===== config.mk =====
export PLATFORM = sky130hd
export DESIGN_NAME = mcpwm_bank
export DESIGN_NICKNAME = d
export VERILOG_FILES = /design/src/rtl/mcpwm_pkg.sv /design/src/rtl/mcpwm_phase.sv /design/src/rtl/mcpwm_carrier.sv /design/src/rtl/mcpwm_bank.sv
export SDC_FILE = /design/constraint.sdc
export NUM_CORES = 1
export LEC_CHECK = 0
export BUFFER_PORTS_ARGS = -buffer_cell sky130_fd_sc_hd__buf_2
export CORE_MARGIN = 5
export CORE_UTILIZATION = 50
export CTS_BUF_LIST = sky130_fd_sc_hd__clkbuf_2
export DETAILED_ROUTE_END_ITERATION = 6
export PLACE_DENSITY = 0.7
export SLEW_MARGIN = 20
export SYNTH_ARGS = -nofsm -noshare
export SYNTH_HDL_FRONTEND = slang
export SYNTH_HIERARCHICAL = 1
export SYNTH_SLANG_ARGS = --single-unit

===== constraint.sdc =====
create_clock -name clk -period 27.8 [get_ports clk]
set_input_delay 4.17 -clock clk [delete_from_list [all_inputs] [get_ports clk]]
set_output_delay 4.17 -clock clk [all_outputs]
set_load 0.05 [all_outputs]

===== src/rtl/mcpwm_pkg.sv =====
package mcpwm_pkg;
  localparam int NUM_CAR = 4;

  typedef enum logic [1:0] {
    LAY_STACK = 2'd0,
    LAY_SHIFT = 2'd1,
    LAY_DUAL  = 2'd2,
    LAY_OVLP  = 2'd3
  } layout_e;
endpackage


===== src/rtl/mcpwm_phase.sv =====
module mcpwm_phase #(
  parameter int QW = 8,
  parameter int RW = 12
) (
  input  logic                      clk,
  input  logic                      rst,
  input  logic [QW-1:0]             car_qtr,
  input  logic [1:0]                layout,
  input  logic signed [RW-1:0]      ref_in,
  output logic [QW+2:0]             ph,
  output logic [QW-1:0]             q_q,
  output mcpwm_pkg::layout_e        lay_q,
  output logic signed [RW-1:0]      ref_q
);
  localparam int PW = QW + 3;

  logic [PW-1:0] last_ph;
  logic [PW-1:0] mid_ph;
  logic          wrap;
  logic          sample;

  always_comb begin
    last_ph = {q_q, 3'b000} - PW'(1);
    mid_ph  = {1'b0, q_q, 2'b00};
    wrap    = (ph >= last_ph);
    sample  = (ph == '0) || (ph == mid_ph);
  end

  always_ff @(posedge clk) begin
    if (rst) begin
      ph    <= '0;
      q_q   <= car_qtr;
      lay_q <= mcpwm_pkg::layout_e'(layout);
      ref_q <= '0;
    end else begin
      if (wrap) begin
        ph    <= '0;
        q_q   <= car_qtr;
        lay_q <= mcpwm_pkg::layout_e'(layout);
      end else begin
        ph <= ph + PW'(1);
      end
      if (sample) ref_q <= ref_in;
    end
  end
endmodule


===== src/rtl/mcpwm_carrier.sv =====
module mcpwm_carrier #(
  parameter int QW  = 8,
  parameter int CW  = 14,
  parameter int IDX = 0
) (
  input  logic [QW+2:0]             ph,
  input  logic [QW-1:0]             q_q,
  input  mcpwm_pkg::layout_e        lay_q,
  input  logic signed [CW-1:0]      ref_s,
  output logic                      above
);
  import mcpwm_pkg::*;

  localparam int PW = QW + 3;
  localparam logic signed [CW-1:0] K_STK = CW'(IDX - 2);
  localparam logic signed [CW-1:0] K_OVL = CW'(2 * IDX - 5);
  localparam logic [PW:0]          IDX_V = (PW+1)'(IDX);
  localparam bit                   IS_MID = (IDX == 1) || (IDX == 2);

  logic [PW:0] span, half, ph_x, sum, pk, tri_u;
  logic signed [CW-1:0] tri_s, half_s, q_s, car;

  always_comb begin
    span = {1'b0, q_q, 3'b000};
    half = {2'b00, q_q, 2'b00};
    ph_x = {1'b0, ph};
    sum  = '0;
    pk   = ph_x;
    case (lay_q)
      LAY_SHIFT: begin
        sum = ph_x + ({3'b000, q_q, 1'b0} * IDX_V);
        pk  = (sum >= span) ? (sum - span) : sum;
      end
      LAY_DUAL: begin
        if (IS_MID) begin
          sum = {ph, 1'b0};
          pk  = (sum >= span) ? (sum - span) : sum;
        end
      end
      default: pk = ph_x;
    endcase
    tri_u  = (pk < half) ? pk : (span - pk);
    tri_s  = $signed(CW'(tri_u));
    half_s = $signed(CW'(half));
    q_s    = $signed(CW'(q_q));
    case (lay_q)
      LAY_SHIFT: car = (tri_s <<< 2) - (half_s <<< 1);
      LAY_OVLP:  car = tri_s + q_s * K_OVL;
      default:   car = tri_s + half_s * K_STK;
    endcase
    above = (ref_s > car);
  end
endmodule


===== src/rtl/mcpwm_bank.sv =====
module mcpwm_bank #(
  parameter int QW = 8,
  parameter int RW = 12
) (
  input  logic                             clk,
  input  logic                             rst,
  input  logic [QW-1:0]                    car_qtr,
  input  logic signed [RW-1:0]             ref_in,
  input  logic [1:0]                       layout,
  output logic [mcpwm_pkg::NUM_CAR-1:0]    gate_bits,
  output logic signed [2:0]                level
);
  localparam int NC = mcpwm_pkg::NUM_CAR;
  localparam int PW = QW + 3;
  localparam int CW = ((RW > QW + 5) ? RW : QW + 5) + 1;

  logic [PW-1:0]          ph;
  logic [QW-1:0]          q_q;
  mcpwm_pkg::layout_e     lay_q;
  logic signed [RW-1:0]   ref_q;
  logic signed [CW-1:0]   ref_s;
  logic [NC-1:0]          cmp;
  logic [2:0]             cnt;
  logic signed [2:0]      lvl_next;

  mcpwm_phase #(.QW(QW), .RW(RW)) u_phase (
    .clk(clk), .rst(rst), .car_qtr(car_qtr), .layout(layout),
    .ref_in(ref_in), .ph(ph), .q_q(q_q), .lay_q(lay_q), .ref_q(ref_q)
  );

  assign ref_s = CW'(ref_q);

  for (genvar k = 0; k < NC; k++) begin : g_car
    mcpwm_carrier #(.QW(QW), .CW(CW), .IDX(k)) u_car (
      .ph(ph), .q_q(q_q), .lay_q(lay_q), .ref_s(ref_s), .above(cmp[k])
    );
  end

  always_comb begin
    cnt = '0;
    for (int k = 0; k < NC; k++) cnt = cnt + 3'(cmp[k]);
    lvl_next = $signed(cnt - 3'd2);
  end

  always_ff @(posedge clk) begin
    if (rst) begin
      gate_bits <= '0;
      level     <= -3'sd2;
    end else begin
      gate_bits <= cmp;
      level     <= lvl_next;
    end
  end
endmodule


# After elaboration in Yosys (flattened, before gate mapping)
# Index checks and enable logic that the tools add are counted.
# word_totals
out_inout_bits	7
elab_cells	84
regBits	40
# classes
mux	21
add_sub_neg	32
n_reduce_logical	4
eq_ne	4
magnitude_cmp	14
n_mul	3
# ops
operator	n
two-way mux 12 bit	11
case mux 14 bit (2 select lines)	4
adder 13 x 14 -> 14 bit	5
greater-than comparator 12 x 14 -> 1 bit	4
subtractor 14 x 12 -> 14 bit	4
>= comparator 12 x 11 -> 1 bit	4
less-than comparator 12 x 10 -> 1 bit	4
case mux 12 bit (2 select lines)	2
subtractor 11 x 12 -> 12 bit	4
subtractor 12 x 11 -> 12 bit	4
>= comparator 11 bit	2
two-way mux 8 bit	2
negator 8 -> 14 bit	1
adder 12 x 10 -> 13 bit	1
adder 12 x 8 -> 13 bit	1
multiplier 9 x 4 -> 13 bit (second input constant)	1
adder 11 x 10 -> 12 bit	1
adder 11 x 11 -> 12 bit	1
adder 11 x 9 -> 12 bit	1
multiplier 9 x 3 -> 12 bit (second input constant)	1
negator 8 -> 12 bit	1
subtractor 11 x 11 -> 12 bit	1
adder 11 x 1 -> 11 bit (second input constant)	1
== test 11 x 10 -> 1 bit	1
14 further kinds	16

# Depth between registers and ports, before layout
# Gate-level depths: netlist of run 1.
# logic_depth
depth_word	13
ltp_mapped	55
depth_no_buf	54

# Cells and area by module
# The synthesis of run 1 kept the hierarchy.
# by_module_without_submodules
module	n_inst	cells_per_inst	seq_area_each_um2	area_each_um2
mcpwm_carrier (g_car[1].u_car)	1	629	0.0	4674.5
mcpwm_carrier (g_car[2].u_car)	1	544	0.0	4097.7
mcpwm_carrier (g_car[3].u_car)	1	505	0.0	3806.2
mcpwm_carrier (g_car[0].u_car)	1	494	0.0	3747.3
mcpwm_phase	1	144	760.7	1587.8
mcpwm_bank	1	19	140.1	236.5

# Worst setup path before layout of run 1
# Ideal clock, no wire load.
# synth_path
path_type	register to register
from	reg u_phase.q_q[1]
to	reg level[2]
slack_ps	16833
setup_time_ps	120
stages_incl_launch_ff	52
path_buffers	3
arrival_ps	10847
synth_period_minus_slack_ps	10967
required_ps	27680
cell_sequence	edfxtp_1 > inv_1 > fa_1 > nor2b_1 > o31a_1 > o21a_1 > nor2_1 > xnor2_1 > ha_1 > a21o_1 > nor3_1 > a21oi_1 > nor3b_4 > buf_4 > mux2_2 > a221oi_1 > a21oi_1 > ha_1 > [16 not listed] > a21boi_1 > o21ai_0 > nand2b_1 > a21o_1 > a21o_1 > a31oi_1 > xnor2_1 > a222oi_1 > ha_1 > nand3_1 > or4_1 > o211ai_1 > o211ai_1 > fa_1 > ha_1 > inv_1 > ha_1 > or2_1
# synth_via
elab_chain_cells	13
elab_cells_between_ends	63
# synth_lines
element	line_no	source
from (decl)	mcpwm_phase.sv:11	output logic [QW-1:0] q_q,
from (signal assigned)	mcpwm_phase.sv:32	q_q <= car_qtr;
from (signal assigned)	mcpwm_phase.sv:38	q_q <= car_qtr;
adder 11 x 9 -> 12 bit	mcpwm_carrier.sv:31	sum = ph_x + ({3'b000, q_q, 1'b0} * IDX_V);
subtractor 12 x 11 -> 12 bit or >= comparator 12 x 11 -> 1 bit (tied branches)	mcpwm_carrier.sv:32	pk = (sum >= span) ? (sum - span) : sum;
two-way mux 12 bit	mcpwm_carrier.sv:32	
case mux 12 bit (2 select lines)	mcpwm_carrier.sv:29	case (lay_q)
subtractor 11 x 12 -> 12 bit or less-than comparator 12 x 10 -> 1 bit (tied branches)	mcpwm_carrier.sv:42	tri_u = (pk < half) ? pk : (span - pk);
two-way mux 12 bit	mcpwm_carrier.sv:42	
adder 13 x 14 -> 14 bit (tied with other cells)	mcpwm_carrier.sv:49	default: car = tri_s + half_s * K_STK;
case mux 14 bit (2 select lines) *	mcpwm_carrier.sv:46	case (lay_q)
greater-than comparator 12 x 14 -> 1 bit *	mcpwm_carrier.sv:51	above = (ref_s > car);
net cmp[1]	mcpwm_bank.sv:22	logic [NC-1:0] cmp;
adder 1 x 1 -> 2 bit *	mcpwm_bank.sv:41	for (int k = 0; k < NC; k++) cnt = cnt + 3'(cmp[k]);
adder 2 x 1 -> 3 bit *	mcpwm_bank.sv:41	
adder 3 x 1 -> 3 bit *	mcpwm_bank.sv:41	
subtractor 3 x 2 -> 3 bit *	mcpwm_bank.sv:42	lvl_next = $signed(cnt - 3'd2);
net lvl_next[2]	mcpwm_bank.sv:24	logic signed [2:0] lvl_next;
to (signal assigned)	mcpwm_bank.sv:48	level <= -3'sd2;
to (signal assigned)	mcpwm_bank.sv:51	level <= lvl_next;
to (decl)	mcpwm_bank.sv:11	output logic signed [2:0] level
# Mark *: on every way through the listed nets, which the timed path passes. The rest lies on a longest branch.
# A chain may end at the register's enable or synchronous reset.

# Final worst setup path of run 1
# layout_path
from	reg u_phase.q_q[2]
to	reg level[2]
# layout_via
elab_cells_between_ends	63
# layout_lines
element	line_no	source
multiplier 8 x 2 -> 10 bit	mcpwm_carrier.sv:31	
adder 11 x 11 -> 12 bit	mcpwm_carrier.sv:31	
subtractor 12 x 11 -> 12 bit or >= comparator 12 x 11 -> 1 bit (tied branches)	mcpwm_carrier.sv:32	
two-way mux 12 bit	mcpwm_carrier.sv:32	
two-way mux 12 bit	mcpwm_carrier.sv:29	
subtractor 11 x 12 -> 12 bit or less-than comparator 12 x 10 -> 1 bit (tied branches)	mcpwm_carrier.sv:42	
two-way mux 12 bit	mcpwm_carrier.sv:42	
subtractor 14 x 12 -> 14 bit (tied with other cells)	mcpwm_carrier.sv:47	LAY_SHIFT: car = (tri_s <<< 2) - (half_s <<< 1);
case mux 14 bit (2 select lines) *	mcpwm_carrier.sv:46	
greater-than comparator 12 x 14 -> 1 bit *	mcpwm_carrier.sv:51	
net cmp[3]	mcpwm_bank.sv:22	
adder 3 x 1 -> 3 bit *	mcpwm_bank.sv:41	
subtractor 3 x 2 -> 3 bit *	mcpwm_bank.sv:42	
net lvl_next[2]	mcpwm_bank.sv:24	
# Marks and branches as above.

==> metrics.txt, run 1 <==
Slowest-stage cell, CP=edfxtp_1; Stages on worst setup path=53; drt pass-1 iters=5; switch share=53.3%; Distinct cells, synth=134; Hold Path Origin=u_phase/ref_q[1]; CP max FO=18; global-route usage over all layers=25.8%; Mapped Area=0.0181 mm^2; reg2reg setup slack=16.05 ns; Tightest Pin Transition=0.832 ns; Synth Warn #=6; Top Ports=31; Placer Congestion=0.907; HP Class=reg2reg; EDFF count, synth=10; Worst Reg-to-Reg Cells=53; largest net degree at the start of global routing=45; Pint=330 uW; via count=17515; Top FF cell, synth=dfxtp_1; Max Slew Vio Count=0; Syn Area/Cell=7.77 um^2; Num CTS Buffers=5; vias in the first global route=16854; Synth top cells by count=ha_1 (361), inv_1 (269), nor2_1 (159), a21oi_1 (153), nand2_1 (136); 1st-iter DRT viols=1404; Max Root-Sink Buffers=2; Syn Nets=2763; CTS tree=yes; synthesis-to-finish area growth=3.76%; Port Buf Inserts=30; Post-synth ARST share=0%; Power Density=37.5 mW/mm^2; Critical Path Start Type=register; Syn Inst Count=2335; fin util=52.7%; Placed Cells=2804; Comb power frac=83.3%; LEAKAGE=0.00897 uW; VDD IR-drop max=0.0000264 V; top post-synthesis cells by area=ha_1 (25%), xnor2_1 (6.2%), inv_1 (5.6%); CTS H-tree depth=2; kind of critical path=reg2reg; CP dominant cell by count=ha_1; initial antenna violation count=1; Root Driver=clkbuf_2; Finished Layout Cells=2813; minimum clock period=11.75 ns; crit-path max cell delay=0.68 ns; DIE AREA=0.0402 mm^2; Via density=6.23; Max-slew headroom=44.2%; row cnt=69; clock tree sinks=40; final setup skew=0.0184 ns; register area share after synthesis=4.96%; antenna viol nets, final=0; Reg power frac=10.8%; Critical Path Sink=level[2]; per-cell routed wire length=19.3 um; max cap viols=0; RSZ-0062 raised after global routing=false; Die X=201 um; worst reg2reg startpoint=u_phase/q_q[2]; area leader, netlist=ha_1; DRC violations left=0; share of layout cells above drive strength 1=7.87%; initial core utilization=50.8%; first-pass GRT wire length=86800 um; Setup crit end kind=register; post-cts sizing count=0; Post-Route WL=54400 um; Worst Path Required=28.26 ns; setup TNS=0 ns; Switching Power=377 uW; setup bufs post-CTS=0; final hold vios=0; core area=0.0357 mm^2; CP bufs+invs=7; fin crit share=42.3%; gr ovfl total=0; Die Ht=201 um; Worst-path clk slew=0.26 ns; CP startpoint=u_phase/q_q[2]; most common cell in the netlist=ha_1; reg2reg end=level[2]; clk_lat worst skew=0.53 ns; Crit path max-delay family=compound AO/OA/AOI/OAI gates; top cell type's share of synthesized area=24.9%; NumNets Final=2778; CTS Hold Bufs=0; fmax=85.1 MHz; Final Setup Violations=0; synthesis-stage register bit count=40; CP arrival=12.21 ns; run status=complete, no violations; DPL Wire Length=42400 um; Clock Power Share=5.9%
## power groups by stage
stage	clock, uW	combinational, uW	sequential (uW)
floorplan	0	441	88.1
global placement	0	562	77.0
detailed placement	0	578	76.8
CTS	42.8	582	75.5
global route	45.0	655	76.0
finish	42.0	589	76.0
## placed cells by master, fill, tap and decap left out, drive strengths merged, types with 9 or more instances in the layout
cell type  instances
a211oi            28
a21boi            16
a21o              64
a21oi            161
a221oi            22
a22o              21
a22oi             10
a31o               9
a31oi             18
and2              20
and3              13
buf               56
dfxtp             30
edfxtp            10
fa                43
ha               361
inv              276
mux2              19
mux2i             30
nand2            136
nand2b            33
nand3             45
nand4             27
nor2             161
nor2b             46
nor3              44
nor3b             10
nor4              16
o211ai            28
o21a              51
o21ai            149
o21bai            23
o22ai             14
o311ai             9
o31ai             10
or2               10
or3               15
xnor2            129
xor2              60
## per-layer routing
layer | GRT usage (%) | wire length, um
met4 | 8.82 | 2000
met3 | 2.26 | 3480
met5 | 0 | 0
met2 | 42.9 | 24400
met1 | 35.1 | 24500
## per-stage QoR
stage | worst slack, ns | hold slack, ns | cell area, um^2 | power [uW]
after floorplan | 16.83 | 0.518 | 18100 | 529
after global placement | 16.47 | 0.658 | 18800 | 639
after detailed placement | 16.16 | 0.663 | 18800 | 655
after CTS | 16.10 | 0.690 | 18800 | 701
after global routing | 15.05 | 0.720 | 18800 | 776
final | 16.05 | 0.706 | 18800 | 707
## layout make-up
class,instances,area (um^2)
antenna,1,2.50
clock inverter,3,46.3
tap,461,577
clock buffer,5,25.0
fill,3480,16900
sequential,40,901
timing repair buffer,56,345
multi-input combinational,1971,15900
inverter,276,1040
## worst min path at each step
| stage | endpoint | slack (ns) | depth (start not counted) |
|---|---|---|---|
| floorplan | u_phase/ref_q[0] | 0.52 | 1 |
| global route | u_phase/ref_q[1] | 0.72 | 1 |
| detailed placement | u_phase/ref_q[1] | 0.66 | 1 |
| global placement | u_phase/ref_q[1] | 0.66 | 1 |
| finish | u_phase/ref_q[1] | 0.71 | 1 |
| CTS | u_phase/ref_q[1] | 0.69 | 1 |
## cells by family (layout without fill, tap and decap cells)
group	after synthesis	count (layout)	synth area share [%]
XOR/XNOR	189	189	9.12
AO/OA/AOI/OAI	709	709	27.7
other	0	1	0
multiplexers	49	49	3.05
AND/OR/NAND/NOR	620	620	18.0
flip-flops	40	40	4.96
buffers and inverters	324	340	7.50
adder cells (fa/ha/maj)	404	404	29.6
## sequential cells by signal, summed over array words and instances, names as in the netlist
register       flops
gate_bits          4
level              3
u_phase/lay_q      2
u_phase/ph        11
u_phase/q_q        8
u_phase/ref_q     12
Power figures use the tool's default switching activity.
==> inputs of run 2 (changes only) <==
--- a/config.mk
+++ b/config.mk
@@ -10,7 +10,7 @@
 export CORE_UTILIZATION = 50
 export CTS_BUF_LIST = sky130_fd_sc_hd__clkbuf_2
 export DETAILED_ROUTE_END_ITERATION = 6
-export PLACE_DENSITY = 0.7
+export PLACE_DENSITY = 0.72
 export SLEW_MARGIN = 20
 export SYNTH_ARGS = -nofsm -noshare
 export SYNTH_HDL_FRONTEND = slang
==> constraint.sdc (replaced) <==
create_clock -name clk -period 10.45 [get_ports clk]
set_input_delay 1.5675 -clock clk [delete_from_list [all_inputs] [get_ports clk]]
set_output_delay 1.5675 -clock clk [all_outputs]
set_load 0.05 [all_outputs]
==> run 2 against run 1 <==
  * Sequential power increased to 2.6 times the previous value
  * Global-route usage grew 1.3 points
  * Critical path type unchanged
  * Register-to-register slack worse by 16 ns
  * First-iteration DRC count rose by 18%
  * Clock skew is 0.037 ns higher
  * Critical endpoint unchanged
  * Critical path depth decreased by 4
==> metrics.txt, run 2 (synthesis gave the netlist of run 1 again) <==
run status=complete, no violations; highest-count cells in the layout ignoring fill and taps=ha_1 (337), inv_1 (260), nor2_1 (158), buf_4 (152), nand2_1 (135); CP dominant cell by count=ha_1; Die X=201 um (unchanged); Max Root-Sink Buffers=2 (unchanged); Setup crit end kind=register; commonest non-fill, non-tap cell in the layout=ha_1; Largest regs=u_phase/ref_q (12), u_phase/ph (11), u_phase/q_q (8); clock tree sinks=40 (unchanged); max reg flops=12 (unchanged); Final Setup Violations=0 (unchanged); Slowest-stage cell, CP=fa_1; DRC violations left=0 (unchanged); Root Driver=clkbuf_2; fin crit share=98.7% (+56 points); Post-Place Worst Slack=-0.184 ns (-16.35 ns); Critical Path Start Type=register; Via density=6.35 (+1.9%); Max-slew headroom=29.3% (-15 points); initial antenna violation count=3 (+2); crit-path max cell delay=0.53 ns (-0.15 ns); Crit path max-delay family=compound AO/OA/AOI/OAI gates; via count=18720 (+6.9%); RSZ-0062 raised after global routing=true; fin util=57.5% (+4.8 points); VDD IR-drop max=0.0000480 V (+82%); final setup skew=0.0557 ns (+0.0374 ns); HP Class=reg2reg; row cnt=69 (unchanged); Port Buf Inserts=30 (unchanged); Worst-path clk slew=0.30 ns (+0.04 ns); CP bufs+invs=7 (unchanged); CTS tree=yes; NumNets Final=2915 (+4.9%); Num CTS Buffers=5 (unchanged); CTS H-tree depth=2 (unchanged); Fin Hold WS=0.746 ns (+0.0405 ns); fillcell total=3211 (-7.7%); Biggest register=u_phase/ref_q; reg2reg setup slack=0.14 ns (-15.91 ns); Placer Congestion=0.967 (+6.6%); global-route usage over all layers=27.0% (+1.3 points); Post-Route WL=59200 um (+9.0%); 1st-iter DRT viols=1661 (+18%); final hold vios=0 (unchanged); Top Ports=31 (unchanged); minimum clock period=10.31 ns (-1.44 ns); per-cell routed wire length=20.1 um (+3.9%); share of layout cells above drive strength 1=17.2% (+9.3 points); antenna viol nets, final=0 (unchanged); first-pass GRT wire length=91400 um (+5.3%); worst setup margin=0.137 ns (-15.91 ns); setup TNS=0 ns (unchanged); fmax=97.0 MHz (+14%); Placed Cells=2877 (+2.6%); kind of critical path=reg2reg; CP arrival=10.71 ns (-1.50 ns); core area=0.0357 mm^2 (unchanged); DIE AREA=0.0402 mm^2 (unchanged); Finished Layout Cells=2950 (+4.9%); initial core utilization=50.8% (unchanged); LEAKAGE=0.00976 uW (+8.8%); drt pass-1 iters=6 (+1); Die Ht=201 um (unchanged); gr ovfl total=0 (unchanged); Worst Path Required=10.85 ns (-17.41 ns); largest net degree at the start of global routing=44 (-2.2%); DPL Wire Length=45300 um (+6.7%); synthesis-to-finish area growth=13.3%; CP max FO=6 (-12); clk_lat worst skew=0.51 ns (-0.02 ns); Power Density=101 mW/mm^2 (+170%); vias in the first global route=17956 (+6.5%); Max Slew Vio Count=0 (unchanged); max cap viols=0 (unchanged); Tightest Pin Transition=1.06 ns (+0.228 ns)
run 2: timing repair:
| item | CTS | global route |
|---|---|---|
| setup endpoints to repair | 3 | 4 |
| buffers inserted | 3 | 59 |
| gates resized for setup | 12 | 122 |
| hold buffers | 0 | 0 |
| pin swaps | 2 | 68 |
| cloned | 0 | 2 |
run 2: final cells by class:
class                      instances  area (um^2)  share of cell area (%)
multi-input combinational       1972        16500                    80.4
timing repair buffer             192         1440                    7.02
inverter                         276         1050                    5.09
sequential                        40          902                    4.39
tap                              461          577                    2.81
clock inverter                     3         41.3                   0.201
clock buffer                       5         25.0                   0.122
antenna                            1         2.50                  0.0122
run 2: metrics by stage:
stage	area, um^2	power (uW)
3_5_place_dp	19400	1810
3_3_place_gp	19400	1760
2_1_floorplan	18300	1430
4_1_cts	19500	1930
6_report	20600	2090
5_1_grt	20600	2260
run 2: final timing paths:
check        cells after the start              from               end
min reg2reg                      1  u_phase/ref_q[0]  u_phase/ref_q[0]
max                             49    u_phase/q_q[1]          level[2]
max reg2reg                     49    u_phase/q_q[1]          level[2]
min                              1  u_phase/ref_q[0]  u_phase/ref_q[0]
run 2: where the power goes:
| part | total (uW) | switching [uW] | internal, uW |
|---|---|---|---|
| registers | 200 | 23.8 | 176 |
| clock network | 107 | 66.5 | 40.2 |
| logic | 1780 | 996 | 783 |
| total | 2090 | 1090 | 999 |
run 2: per-layer routing:
metal	wire (um)	global-route usage, %	up-vias
met5	0	0	-
met4	3520	14.0	0
met3	4510	2.81	233
met2	27000	45.4	866
met1	24200	34.3	8844
li1	-	-	8777
